`src/rtl/ppx_pkg.sv`:
```
package ppx_pkg;
  typedef struct packed {
    logic [2:0] mode;
    logic       err_mask;
    logic       dma_on;
    logic       svc_hold;
  } ctrl_t;

  localparam ctrl_t CTRL_RST = '{mode: 3'b000, err_mask: 1'b0, dma_on: 1'b0, svc_hold: 1'b1};
  localparam logic [7:0] CFGA_VAL = 8'h10;

  function automatic logic [7:0] ctrl_byte(ctrl_t c);
    return {c.mode, c.err_mask, c.dma_on, c.svc_hold, 2'b00};
  endfunction
endpackage

```
`src/rtl/ppx_fault_edge.sv`:
```
module ppx_fault_edge #(
  parameter int STAGES = 2
) (
  input  logic clk,
  input  logic rst_n,
  input  logic fault_n,
  output logic flt_sync,
  output logic flt_fall
);
  localparam int LEN = STAGES + 1;
  logic [LEN-1:0] chain;

  always_ff @(posedge clk or negedge rst_n) begin
    if (!rst_n) chain <= '1;
    else        chain <= {chain[LEN-2:0], fault_n};
  end

  assign flt_sync = chain[STAGES-1];
  assign flt_fall = chain[STAGES] & ~chain[STAGES-1];
endmodule

```
`src/rtl/ppx_svc_gate.sv`:
```
module ppx_svc_gate (
  input  logic clk,
  input  logic rst_n,
  input  logic wr_ctrl,
  input  logic wr_hold,
  input  logic dma_on,
  input  logic fifo_evt,
  input  logic tc_evt,
  output logic svc_hold,
  output logic svc_fire,
  output logic dma_run
);
  logic hold_q;

  assign svc_fire = ~hold_q & (dma_on ? tc_evt : fifo_evt);

  always_ff @(posedge clk or negedge rst_n) begin
    if (!rst_n)        hold_q <= 1'b1;
    else if (svc_fire) hold_q <= 1'b1;
    else if (wr_ctrl)  hold_q <= wr_hold;
  end

  assign svc_hold = hold_q;
  assign dma_run  = dma_on & ~hold_q;


  svc_set_chk: assert property (@(posedge clk) disable iff (!rst_n)
    svc_fire |=> svc_hold);


  hold_keep_chk: assert property (@(posedge clk) disable iff (!rst_n)
    (svc_hold && !(wr_ctrl && !wr_hold)) |=> svc_hold);
endmodule

```
`src/rtl/ppx_ctrl_regs.sv`:
```
module ppx_ctrl_regs
  import ppx_pkg::*;
#(
  parameter int              ADDR_W      = 11,
  parameter logic [ADDR_W-1:0] BASE      = 11'h400,
  parameter int              SYNC_STAGES = 2
) (
  input  logic              clk,
  input  logic              rst_n,
  input  logic [ADDR_W-1:0] bus_addr,
  input  logic              bus_wr,
  input  logic [7:0]        bus_wdata,
  output logic [7:0]        bus_rdata,
  input  logic              fault_n,
  input  logic              irq_level,
  input  logic              fifo_thr_evt,
  input  logic              dma_tc,
  output logic [2:0]        mode,
  output logic              dma_run,
  output logic              irq_pulse
);
  localparam logic [ADDR_W-1:0] OFS_A = BASE;
  localparam logic [ADDR_W-1:0] OFS_B = BASE + 1'b1;
  localparam logic [ADDR_W-1:0] OFS_C = BASE + 2'd2;

  logic sel_a, sel_b, sel_c, wr_c;
  assign sel_a = (bus_addr == OFS_A);
  assign sel_b = (bus_addr == OFS_B);
  assign sel_c = (bus_addr == OFS_C);
  assign wr_c  = bus_wr & sel_c;

  logic [2:0] mode_q;
  logic       mask_q, dma_q;
  logic       svc_hold, svc_fire;
  logic       flt_sync, flt_fall;
  logic       err_evt, irq_q;
  ctrl_t      ctrl_view;

  ppx_fault_edge #(.STAGES(SYNC_STAGES)) u_edge (
    .clk      (clk),
    .rst_n    (rst_n),
    .fault_n  (fault_n),
    .flt_sync (flt_sync),
    .flt_fall (flt_fall)
  );

  ppx_svc_gate u_gate (
    .clk      (clk),
    .rst_n    (rst_n),
    .wr_ctrl  (wr_c),
    .wr_hold  (bus_wdata[2]),
    .dma_on   (dma_q),
    .fifo_evt (fifo_thr_evt),
    .tc_evt   (dma_tc),
    .svc_hold (svc_hold),
    .svc_fire (svc_fire),
    .dma_run  (dma_run)
  );

  always_ff @(posedge clk or negedge rst_n) begin
    if (!rst_n) begin
      mode_q <= CTRL_RST.mode;
      mask_q <= CTRL_RST.err_mask;
      dma_q  <= CTRL_RST.dma_on;
    end else if (wr_c) begin
      mode_q <= bus_wdata[7:5];
      mask_q <= bus_wdata[4];
      dma_q  <= bus_wdata[3];
    end
  end

  // fault edge while unmasked, or unmasking while the fault is already low
  assign err_evt = (flt_fall & ~mask_q)
                 | (wr_c & mask_q & ~bus_wdata[4] & ~flt_sync);

  always_ff @(posedge clk or negedge rst_n) begin
    if (!rst_n) irq_q <= 1'b0;
    else        irq_q <= err_evt | svc_fire;
  end

  assign ctrl_view = '{mode: mode_q, err_mask: mask_q, dma_on: dma_q, svc_hold: svc_hold};

  always_comb begin
    if (sel_a)      bus_rdata = CFGA_VAL;
    else if (sel_b) bus_rdata = {1'b0, irq_level, 6'b0};
    else if (sel_c) bus_rdata = ctrl_byte(ctrl_view);
    else            bus_rdata = 8'h00;
  end

  assign mode      = mode_q;
  assign irq_pulse = irq_q;


  fault_irq_chk: assert property (@(posedge clk) disable iff (!rst_n)
    (flt_fall && !mask_q) |=> irq_pulse);


  unmask_irq_chk: assert property (@(posedge clk) disable iff (!rst_n)
    (wr_c && mask_q && !bus_wdata[4] && !flt_sync) |=> irq_pulse);


  hold_blocks_dma_chk: assert property (@(posedge clk) disable iff (!rst_n)
    (wr_c && bus_wdata[2]) |=> !dma_run);


  tc_irq_chk: assert property (@(posedge clk) disable iff (!rst_n)
    (dma_run && dma_tc) |=> (irq_pulse && svc_hold));


  mode_write_chk: assert property (@(posedge clk) disable iff (!rst_n)
    wr_c |=> (mode == $past(bus_wdata[7:5])));
endmodule

```
`config.mk`:
```
export PLATFORM = sky130hd
export DESIGN_NAME = ppx_ctrl_regs
export DESIGN_NICKNAME = d
export VERILOG_FILES = /design/src/rtl/ppx_pkg.sv /design/src/rtl/ppx_fault_edge.sv /design/src/rtl/ppx_svc_gate.sv /design/src/rtl/ppx_ctrl_regs.sv
export SDC_FILE = /design/constraint.sdc
export NUM_CORES = 1
export LEC_CHECK = 0
export ABC_AREA = 1
export BUFFER_PORTS_ARGS = -buffer_cell sky130_fd_sc_hd__buf_2
export CAP_MARGIN = 5
export CORE_MARGIN = 5
export CORE_UTILIZATION = 38
export DETAILED_ROUTE_END_ITERATION = 8
export GPL_TIMING_DRIVEN = 0
export PLACE_DENSITY_LB_ADDON = 0.08
export SYNTH_ARGS = -nofsm -noshare
export SYNTH_HDL_FRONTEND = slang
export SYNTH_SLANG_ARGS = --single-unit
```
`constraint.sdc`:
```
create_clock -name clk -period 1.33 [get_ports clk]
set_clock_uncertainty 0.15 [all_clocks]
set_input_delay 0 -clock clk [delete_from_list [all_inputs] [get_ports clk]]
set_output_delay 0 -clock clk [all_outputs]
set_load 0.1 [all_outputs]
```
==> impl_metrics.sql, run 1 <==
INSERT INTO impl_metrics (metric_group, metric, value, unit) VALUES
('final_layout', 'layout.nets', '150', ''),
('sta', 'clock.fmax', '735', 'MHz'),
('clock_network', 'clk_pin_slew', '0.06', 'ns'),
('pwr', 'power-per-cell-area', '749', 'mW/mm²'),
('detailed_routing', 'post_drt_via_cell_ratio', '4.57', ''),
('critical_path', 'critical_path.max_fanout', '2', ''),
('pwr', 'leakagePower', '0.546', 'nW'),
('die', 'die_area', '0.00229', 'mm²'),
('critical_path', 'crit_arrival', '1.21', 'ns'),
('job', 'cap_violations', '0', ''),
('die', 'die_span_x', '47.8', 'µm'),
('sta', 'maxSlewViolCount', '0', ''),
('synth', 'syn-cell-area', '544', 'µm²'),
('global_route', 'global_route_wire_length_before_repair', '2600', 'µm'),
('run_status', 'run_status', 'finished with violations', ''),
('synth', 'yosys_register_bits', '10', ''),
('global_route', 'grt_max_degree', '7', ''),
('final_layout', 'layout-area-overhead-vs-synth', '101', '%'),
('die', 'floorplan.initialDensity', '0.408', ''),
('detailed_routing', 'routed_wl', '1570', 'µm'),
('detailed_routing', 'overall_via_count_from_detail_route', '631', ''),
('sta', 'worst_slack', '-0.0307', 'ns'),
('final_layout', 'layout_common_cells', '27 x sky130_fd_sc_hd__buf_2, 20 x sky130_fd_sc_hd__nand2_1, 12 x sky130_fd_sc_hd__dlygate4sd3_1', ''),
('synth', 'ys_seq_area_frac', '0.469', ''),
('synth', 'syn_inst', '67', ''),
('global_route', 'initial_antenna_violation_count', '0', ''),
('detailed_routing', 'drt_first_pass_iters', '7', ''),
('clock_network', 'tritoncts.num_buffers', '3', ''),
('placement', 'place.detailed.instances', '117', ''),
('placement', 'hpwl', '1080', 'µm'),
('global_route', 'gr-total-overflow', '0', ''),
('critical_path', 'critPathKind', 'flop to primary output', ''),
('global_route', 'grt_usage', '0.160', ''),
('global_route', 'grt_pass1_vias', '643', ''),
('sta', 'finalHoldViolations', '0', ''),
('critical_path', 'worstSetupStartpointType', 'flop', ''),
('sta', 'post-route-period-util', '1.02', ''),
('clock_network', 'ctsRootBufferMaster', 'sky130_fd_sc_hd__clkbuf_4', ''),
('min_path', 'type_of_the_most_critical_hold_path', 'input pin to async pin', ''),
('detailed_routing', 'detail_route.wl_per_cell', '11.4', 'µm'),
('die', 'core_area', '0.00133', 'mm²'),
('placement', 'placement.io_buffers', '34', ''),
('clock_network', 'clk_path_buf_depth', '2', ''),
('critical_path', 'worst-endpoint-required', '1.18', 'ns'),
('final_layout', 'drive_gt1_frac', '0.553', ''),
('detailed_routing', 'dr.first_iter.drc_count', '9', ''),
('critical_path', 'setup.worst_path.end_class', 'primary output', ''),
('detailed_routing', 'detail-route-antenna-nets', '0', ''),
('sta', 'period_needed', '1.36', 'ns'),
('sta', 'rsz0062_at_grt', 'yes', ''),
('placement', 'routabilityCongestion', '0.742', ''),
('run_status', 'failed_checks', 'negative setup slack', ''),
('die', 'pin_count', '39', ''),
('final_layout', 'final_common_cell', 'sky130_fd_sc_hd__buf_2', ''),
('clock_network', 'cts_max_level', '1', ''),
('synth', 'yosys_warnings', '0', ''),
('detailed_routing', 'drc_errors', '0', ''),
('synth', 'avgSynthCellArea', '8.12', 'µm²'),
('synth', 'synth_cell_type_count', '22', ''),
('sta', 'setup_viol_count_final', '1', ''),
('clock_network', 'numClockSinks', '10', ''),
('final_layout', 'stdcell_count', '138', ''),
('die', 'chipHeight', '47.8', 'µm'),
('final_layout', 'antenna_cells_inserted', '0', ''),
('die', 'std_cell_rows', '13', ''),
('clock_network', 'clock_insertion_delay_worst_skew', '0.26', 'ns'),
('pwr', 'ir_worst_vdd', '0.000579', 'V'),
('clock_network', 'cts_tree', 'yes', ''),
('final_layout', 'post-route-util', '0.821', '');
-- power breakdown --
| group | total (W) | internal, W | leakage (nW) | switching (W) |
|---|---|---|---|---|
| Clock | 0.000266 | 0.000166 | 0.0210 | 0.0000997 |
| Combinational | 0.000226 | 0.0000870 | 0.411 | 0.000139 |
| Sequential | 0.000328 | 0.000323 | 0.113 | 0.00000514 |
| Total | 0.000820 | 0.000576 | 0.546 | 0.000244 |
-- layer usage --
metal / vias to the layer above / track usage / wire (µm)
li1: 322 / - / -
met1: 283 / 0.182 / 563
met2: 24 / 0.311 / 864
met3: 2 / 0.0226 / 137
met4: 0 / 0.0323 / 8
met5: - / 0 / 0
-- logic make-up (layout without fill, tap and decap cells) --
| logic type | Yosys count | after routing | share of synthesized area |
|---|---|---|---|
| other | 1 | 2 | 0.00689 |
| DFF | 10 | 10 | 0.469 |
| buffers and inverters | 10 | 65 | 0.0919 |
| and+or+nand+nor | 41 | 41 | 0.366 |
| AOI/OAI and AO/OA | 5 | 5 | 0.0667 |
-- sequential cells by signal, summed over array words and instances, names as in the netlist --
signal	cells
dma_q	1
irq_pulse	1
mode	3
u_edge.chain	3
mask_q	1
u_gate.svc_hold	1
-- cell usage after synthesis --
| cell | number | share of area |
|---|---|---|
| sky130_fd_sc_hd__o2111a_1 | 1 | 0.021 |
| sky130_fd_sc_hd__dfstp_2 | 4 | 0.19 |
| sky130_fd_sc_hd__o21ai_1 | 1 | 0.0092 |
| sky130_fd_sc_hd__nor2_2 | 1 | 0.012 |
| sky130_fd_sc_hd__nand2_1 | 21 | 0.14 |
| sky130_fd_sc_hd__inv_1 | 6 | 0.041 |
| sky130_fd_sc_hd__buf_4 | 2 | 0.028 |
| sky130_fd_sc_hd__conb_1 | 1 | 0.0069 |
| sky130_fd_sc_hd__clkinv_4 | 1 | 0.016 |
| sky130_fd_sc_hd__inv_2 | 1 | 0.0069 |
| sky130_fd_sc_hd__nor3b_1 | 3 | 0.041 |
| sky130_fd_sc_hd__nor2_4 | 1 | 0.021 |
| sky130_fd_sc_hd__nand2_2 | 1 | 0.012 |
| sky130_fd_sc_hd__nor3_1 | 2 | 0.018 |
| sky130_fd_sc_hd__nand4_1 | 1 | 0.012 |
| sky130_fd_sc_hd__o22ai_1 | 1 | 0.012 |
| sky130_fd_sc_hd__nand3_4 | 1 | 0.032 |
| sky130_fd_sc_hd__nand3_1 | 2 | 0.018 |
| sky130_fd_sc_hd__o21ai_2 | 1 | 0.016 |
| sky130_fd_sc_hd__dfrtp_1 | 6 | 0.28 |
| sky130_fd_sc_hd__nor2_1 | 8 | 0.055 |
| sky130_fd_sc_hd__o21ai_0 | 1 | 0.0092 |
-- path summary, 6_finish.rpt --
check / start / endpoint / slack (ns) / cells after the start
max in group asynchronous: rst_n / mode[0]$_DFFE_PN0P_ / 0.17 / 3
hold reg to reg: u_edge.chain[0]$_DFF_PN1_ / u_edge.chain[1]$_DFF_PN1_ / 0.21 / 0
setup / recovery: u_gate.svc_hold$_DFFE_PN1P_ / bus_rdata[2] / -0.03 / 2
min in group clk: bus_addr[1] / mask_q$_DFFE_PN0P_ / 0.14 / 5
hold / removal: rst_n / u_edge.chain[1]$_DFF_PN1_ / 0.11 / 2
setup reg to reg: u_gate.svc_hold$_DFFE_PN1P_ / u_gate.svc_hold$_DFFE_PN1P_ / 0.10 / 5
-- layout make-up --
| type | count | area (µm²) |
|---|---|---|
| Fill cell | 92 | 239 |
| Sequential cell | 10 | 267 |
| Multi-Input combinational cell | 48 | 338 |
| Timing Repair Buffer | 51 | 385 |
| Inverter | 8 | 35.0 |
| Tap cell | 15 | 18.8 |
| Buffer | 2 | 15.0 |
| Clock buffer | 4 | 36.3 |
-- per-stage QoR --
| stage | area (µm²) | TNS [ns] | setup WS [ns] | total power, W | hold WS, ns |
|---|---|---|---|---|---|
| after floorplan | 638 | -1.02 | -0.327 | 0.000456 | -0.446 |
| after global placement | 827 | -1.30 | -0.339 | 0.000507 | -0.285 |
| after detailed placement | 827 | -1.43 | -0.364 | 0.000510 | -0.282 |
| after CTS | 1040 | -0.0887 | -0.0887 | 0.000809 | 0.0532 |
| after global routing | 1090 | -0.0869 | -0.0869 | 0.000860 | 0.115 |
| final | 1090 | -0.0307 | -0.0307 | 0.000820 | 0.107 |
-- worst max-delay path, cell delays in order, from the launching register on --
cell                      delay (ns)
sky130_fd_sc_hd__dfstp_2        0.53
sky130_fd_sc_hd__nor3b_4        0.22
sky130_fd_sc_hd__buf_12         0.20
-- what timing repair did --
item                                    in CTS  in global routing
hold endpoints to repair                    18                  0
gates cloned                                 0                  0
setup buffers                                1                  4
hold buffers                                12                  0
endpoints found under the setup margin       7                  5
gates resized for setup                     15                  6
pin swaps                                    0                  2
(Power assumes the default switching activity.)
==> run 2: changes to the inputs <==
--- a/config.mk
+++ b/config.mk
@@ -9,10 +9,11 @@
 export BUFFER_PORTS_ARGS = -buffer_cell sky130_fd_sc_hd__buf_2
 export CAP_MARGIN = 5
 export CORE_MARGIN = 5
-export CORE_UTILIZATION = 38
+export CORE_UTILIZATION = 40
 export DETAILED_ROUTE_END_ITERATION = 8
 export GPL_TIMING_DRIVEN = 0
 export PLACE_DENSITY_LB_ADDON = 0.08
 export SYNTH_ARGS = -nofsm -noshare
 export SYNTH_HDL_FRONTEND = slang
+export SYNTH_HIERARCHICAL = 1
 export SYNTH_SLANG_ARGS = --single-unit
==> run 2 against run 1 <==
Against the previous run: the flow now finishes without violations; highest routed layer unchanged; worst hold slack lost 0.097 ns; power shrank 6.5%; critical path depth grew 1; maximum frequency grew 3.8%; worst setup slack gained 0.050 ns; sequential power is essentially flat; design area shrank 3.5%; combinational power shrank 24%; via count grew 5.9%.
==> impl_metrics.sql, run 2 <==
INSERT INTO impl_metrics (metric_group, metric, value, unit) VALUES
('placement', 'place.detailed.instances', '130', ''),
('clock_network', 'clock_insertion_delay_worst_skew', '0.26', 'ns'),
('synth', 'syn_inst', '79', ''),
('clock_network', 'clk_path_buf_depth', '2', ''),
('critical_path', 'rr_endpoint', 'irq_pulse$_DFF_PN0_', ''),
('synth', 'yosys_warnings', '6', ''),
('synth', 'postSynth.topFlopCell', 'sky130_fd_sc_hd__dfrtp_1', ''),
('detailed_routing', 'post_drt_via_cell_ratio', '4.51', ''),
('synth', 'synth_largest_area_cell', 'sky130_fd_sc_hd__dfrtp_1', ''),
('final_layout', 'stdcell_count', '148', ''),
('final_layout', 'layout_common_cells', '27 x sky130_fd_sc_hd__buf_2, 18 x sky130_fd_sc_hd__nand2_1, 14 x sky130_fd_sc_hd__inv_1, 14 x sky130_fd_sc_hd__dlygate4sd3_1, 8 x sky130_fd_sc_hd__nand4_1', ''),
('critical_path', 'worstRegToRegCells', '5', ''),
('sta', 'setup_viol_count_final', '0', ''),
('clock_network', 'numClockSinks', '10', ''),
('final_layout', 'final_common_cell', 'sky130_fd_sc_hd__buf_2', ''),
('sta', 'setup-tns-final', '0', 'ns'),
('die', 'core_area', '0.00147', 'mm²'),
('synth', 'post-synth-top-count-cell', 'sky130_fd_sc_hd__nand2_1', ''),
('sta', 'post-route-period-util', '0.986', ''),
('detailed_routing', 'drc_errors', '0', ''),
('pwr', 'power.clock.fraction', '0.348', ''),
('pwr', 'ir_worst_vdd', '0.000652', 'V'),
('run_status', 'run_status', 'finished clean', ''),
('global_route', 'grt_usage', '0.146', ''),
('critical_path', 'crit_arrival', '1.16', 'ns'),
('min_path', 'type_of_the_most_critical_hold_path', 'input pin to flop', ''),
('detailed_routing', 'detail_route.wl_per_cell', '10.5', 'µm'),
('min_path', 'timing.hold.worst.start', 'bus_addr[2]', ''),
('pwr', 'leakagePower', '0.560', 'nW'),
('clock_network', 'cts_max_level', '1', ''),
('die', 'floorplan.initialDensity', '0.415', ''),
('critical_path', 'regToRegStartpoint', 'u_gate/svc_hold$_DFFE_PN1P_', ''),
('critical_path', 'timing.reg2reg.setup_slack', '0.16', 'ns'),
('global_route', 'global_route_wire_length_before_repair', '2800', 'µm'),
('sta', 'period_needed', '1.31', 'ns'),
('critical_path', 'endpoint', 'bus_rdata[2]', ''),
('synth', 'area_share_of_the_largest_cell_type_after_synthesis', '0.246', ''),
('final_layout', 'antenna_cells_inserted', '0', ''),
('critical_path', 'critical_path.max_fanout', '4', ''),
('detailed_routing', 'detail-route-antenna-nets', '0', ''),
('clock_network', 'ctsRootBufferMaster', 'sky130_fd_sc_hd__clkbuf_4', ''),
('sta', 'clock.fmax', '763', 'MHz'),
('die', 'die_area', '0.00241', 'mm²'),
('pwr', 'power.sequential.fraction', '0.429', ''),
('global_route', 'gr-total-overflow', '0', ''),
('pwr', 'power_switching_share', '0.275', ''),
('die', 'chipHeight', '49.1', 'µm'),
('final_layout', 'layout-area-overhead-vs-synth', '73.0', '%'),
('sta', 'rsz0062_at_grt', 'yes', ''),
('critical_path', 'worstSetupStartpointType', 'flop', ''),
('pwr', 'power-per-cell-area', '726', 'mW/mm²'),
('pwr', 'power.switching', '0.000211', 'W'),
('critical_path', 'setup.worst_path.end_class', 'primary output', ''),
('synth', 'ys_async_sr_fraction', '1.00', ''),
('clock_network', 'clk_pin_slew', '0.06', 'ns'),
('synth', 'synth-edff-count', '0', ''),
('sta', 'maxSlewViolCount', '0', ''),
('synth', 'syn-cell-area', '611', 'µm²'),
('synth', 'synthTopCellsByCount', '20 x sky130_fd_sc_hd__nand2_1, 15 x sky130_fd_sc_hd__inv_1, 8 x sky130_fd_sc_hd__nand4_1, 8 x sky130_fd_sc_hd__nor2_1, 6 x sky130_fd_sc_hd__dfrtp_1', ''),
('critical_path', 'worst-endpoint-required', '1.18', 'ns'),
('synth', 'ys_seq_area_frac', '0.418', ''),
('synth', 'yosys_register_bits', '10', ''),
('clock_network', 'cts_tree', 'yes', ''),
('global_route', 'grt_max_degree', '11', ''),
('detailed_routing', 'drt_first_pass_iters', '2', ''),
('placement', 'placement.io_buffers', '34', ''),
('synth', 'ys_top_cells_by_area', 'sky130_fd_sc_hd__dfrtp_1 25%, sky130_fd_sc_hd__dfstp_2 17%, sky130_fd_sc_hd__nand2_1 12%, sky130_fd_sc_hd__inv_1 9.2%, sky130_fd_sc_hd__nand4_1 8.2%', ''),
('placement', 'routabilityCongestion', '0.767', ''),
('synth', 'avgSynthCellArea', '7.73', 'µm²'),
('critical_path', 'setup.worst_path.start', 'u_gate/svc_hold$_DFFE_PN1P_', ''),
('detailed_routing', 'dr.first_iter.drc_count', '2', ''),
('job', 'cap_violations', '0', ''),
('placement', 'hpwl', '1130', 'µm'),
('clock_network', 'tritoncts.num_buffers', '3', ''),
('die', 'pin_count', '39', ''),
('global_route', 'grt_pass1_vias', '671', ''),
('critical_path', 'critPathKind', 'flop to primary output', ''),
('final_layout', 'drive_gt1_frac', '0.485', ''),
('global_route', 'initial_antenna_violation_count', '0', ''),
('die', 'std_cell_rows', '14', ''),
('pwr', 'fin_total_pwr', '0.000767', 'W'),
('sta', 'finalHoldViolations', '0', ''),
('detailed_routing', 'routed_wl', '1550', 'µm'),
('die', 'die_span_x', '49.1', 'µm'),
('pwr', 'share_comb_of_total_power', '0.223', ''),
('synth', 'synth_cell_type_count', '21', ''),
('detailed_routing', 'overall_via_count_from_detail_route', '668', ''),
('final_layout', 'layout.nets', '159', ''),
('pwr', 'power.internal', '0.000556', 'W');
run 2: changes by cell type in the layout (fill, tap and decap cells not counted), sizes merged, moves of 2 or more:
cell	change
buf	-4
o21ai	-2
inv	+9
nand4	+7
nor2	+2
dlygate4sd3	+2
nor3b	-3
run 2: per-layer routing:
layer	GRT usage	up-vias	wire [µm]
met2	0.251	25	813
met3	0.0428	5	108
li1	-	348	-
met5	0	-	0
met1	0.166	290	603
met4	0.0538	0	26
run 2: logic make-up after synthesis:
logic type / share of synthesized area
other cells: 0.00614
simple gates: 0.418
compound gates: 0.0164
flops: 0.418
buf+inv: 0.141
run 2: power groups by stage:
stage / clock network (W) / registers [W] / logic, W
after floorplan: 0 / 0.000357 / 0.0000636
after global placement: 0 / 0.000333 / 0.000137
after detailed placement: 0 / 0.000334 / 0.000139
after CTS: 0.000272 / 0.000329 / 0.000169
after global routing: 0.000292 / 0.000330 / 0.000188
final: 0.000267 / 0.000329 / 0.000171
run 2: through the flow:
stage / hold WS [ns] / cell area [µm²] / util / worst slack (ns)
final: 0.0105 / 1060 / 0.718 / 0.0193
after CTS: 0.0104 / 1060 / 0.720 / -0.00751
after global placement: -0.287 / 838 / 0.570 / -0.0802
after global routing: 0.0392 / 1060 / 0.718 / -0.0308
after floorplan: -0.446 / 648 / - / -0.199
after detailed placement: -0.287 / 838 / 0.570 / -0.104
run 2: cell type report:
type | instances | area [µm²]
tap | 16 | 20.0
fill | 141 | 415
sequential | 10 | 259
clock buffer | 4 | 36.3
multi-input combinational | 51 | 310
inverter | 16 | 60.1
timing repair buffer | 48 | 344
buffer | 3 | 26.3
run 2: timing repair:
action	CTS	global route
pin swaps	1	0
buffers inserted	0	0
hold buffers	15	1
gates resized for setup	12	2
endpoints found under the hold margin	18	2
endpoints found under the setup margin	7	7
run 2: how the worst min path moves through the flow:
stage	to	slack, ns	depth (start not counted)
after floorplan	dma_q$_DFFE_PN0N_	-0.45	0
after global placement	irq_pulse$_DFF_PN0_	-0.29	1
after detailed placement	irq_pulse$_DFF_PN0_	-0.29	1
after CTS	mode[0]$_DFFE_PN0N_	0.01	6
after global routing	mask_q$_DFFE_PN0N_	0.04	6
final	mode[0]$_DFFE_PN0N_	0.01	6
run 2: worst max-delay path: stages (launching register included):
cell,delay [ns]
sky130_fd_sc_hd__dfstp_2,0.57
sky130_fd_sc_hd__inv_2,0.05
sky130_fd_sc_hd__nor2_4,0.10
sky130_fd_sc_hd__buf_12,0.18
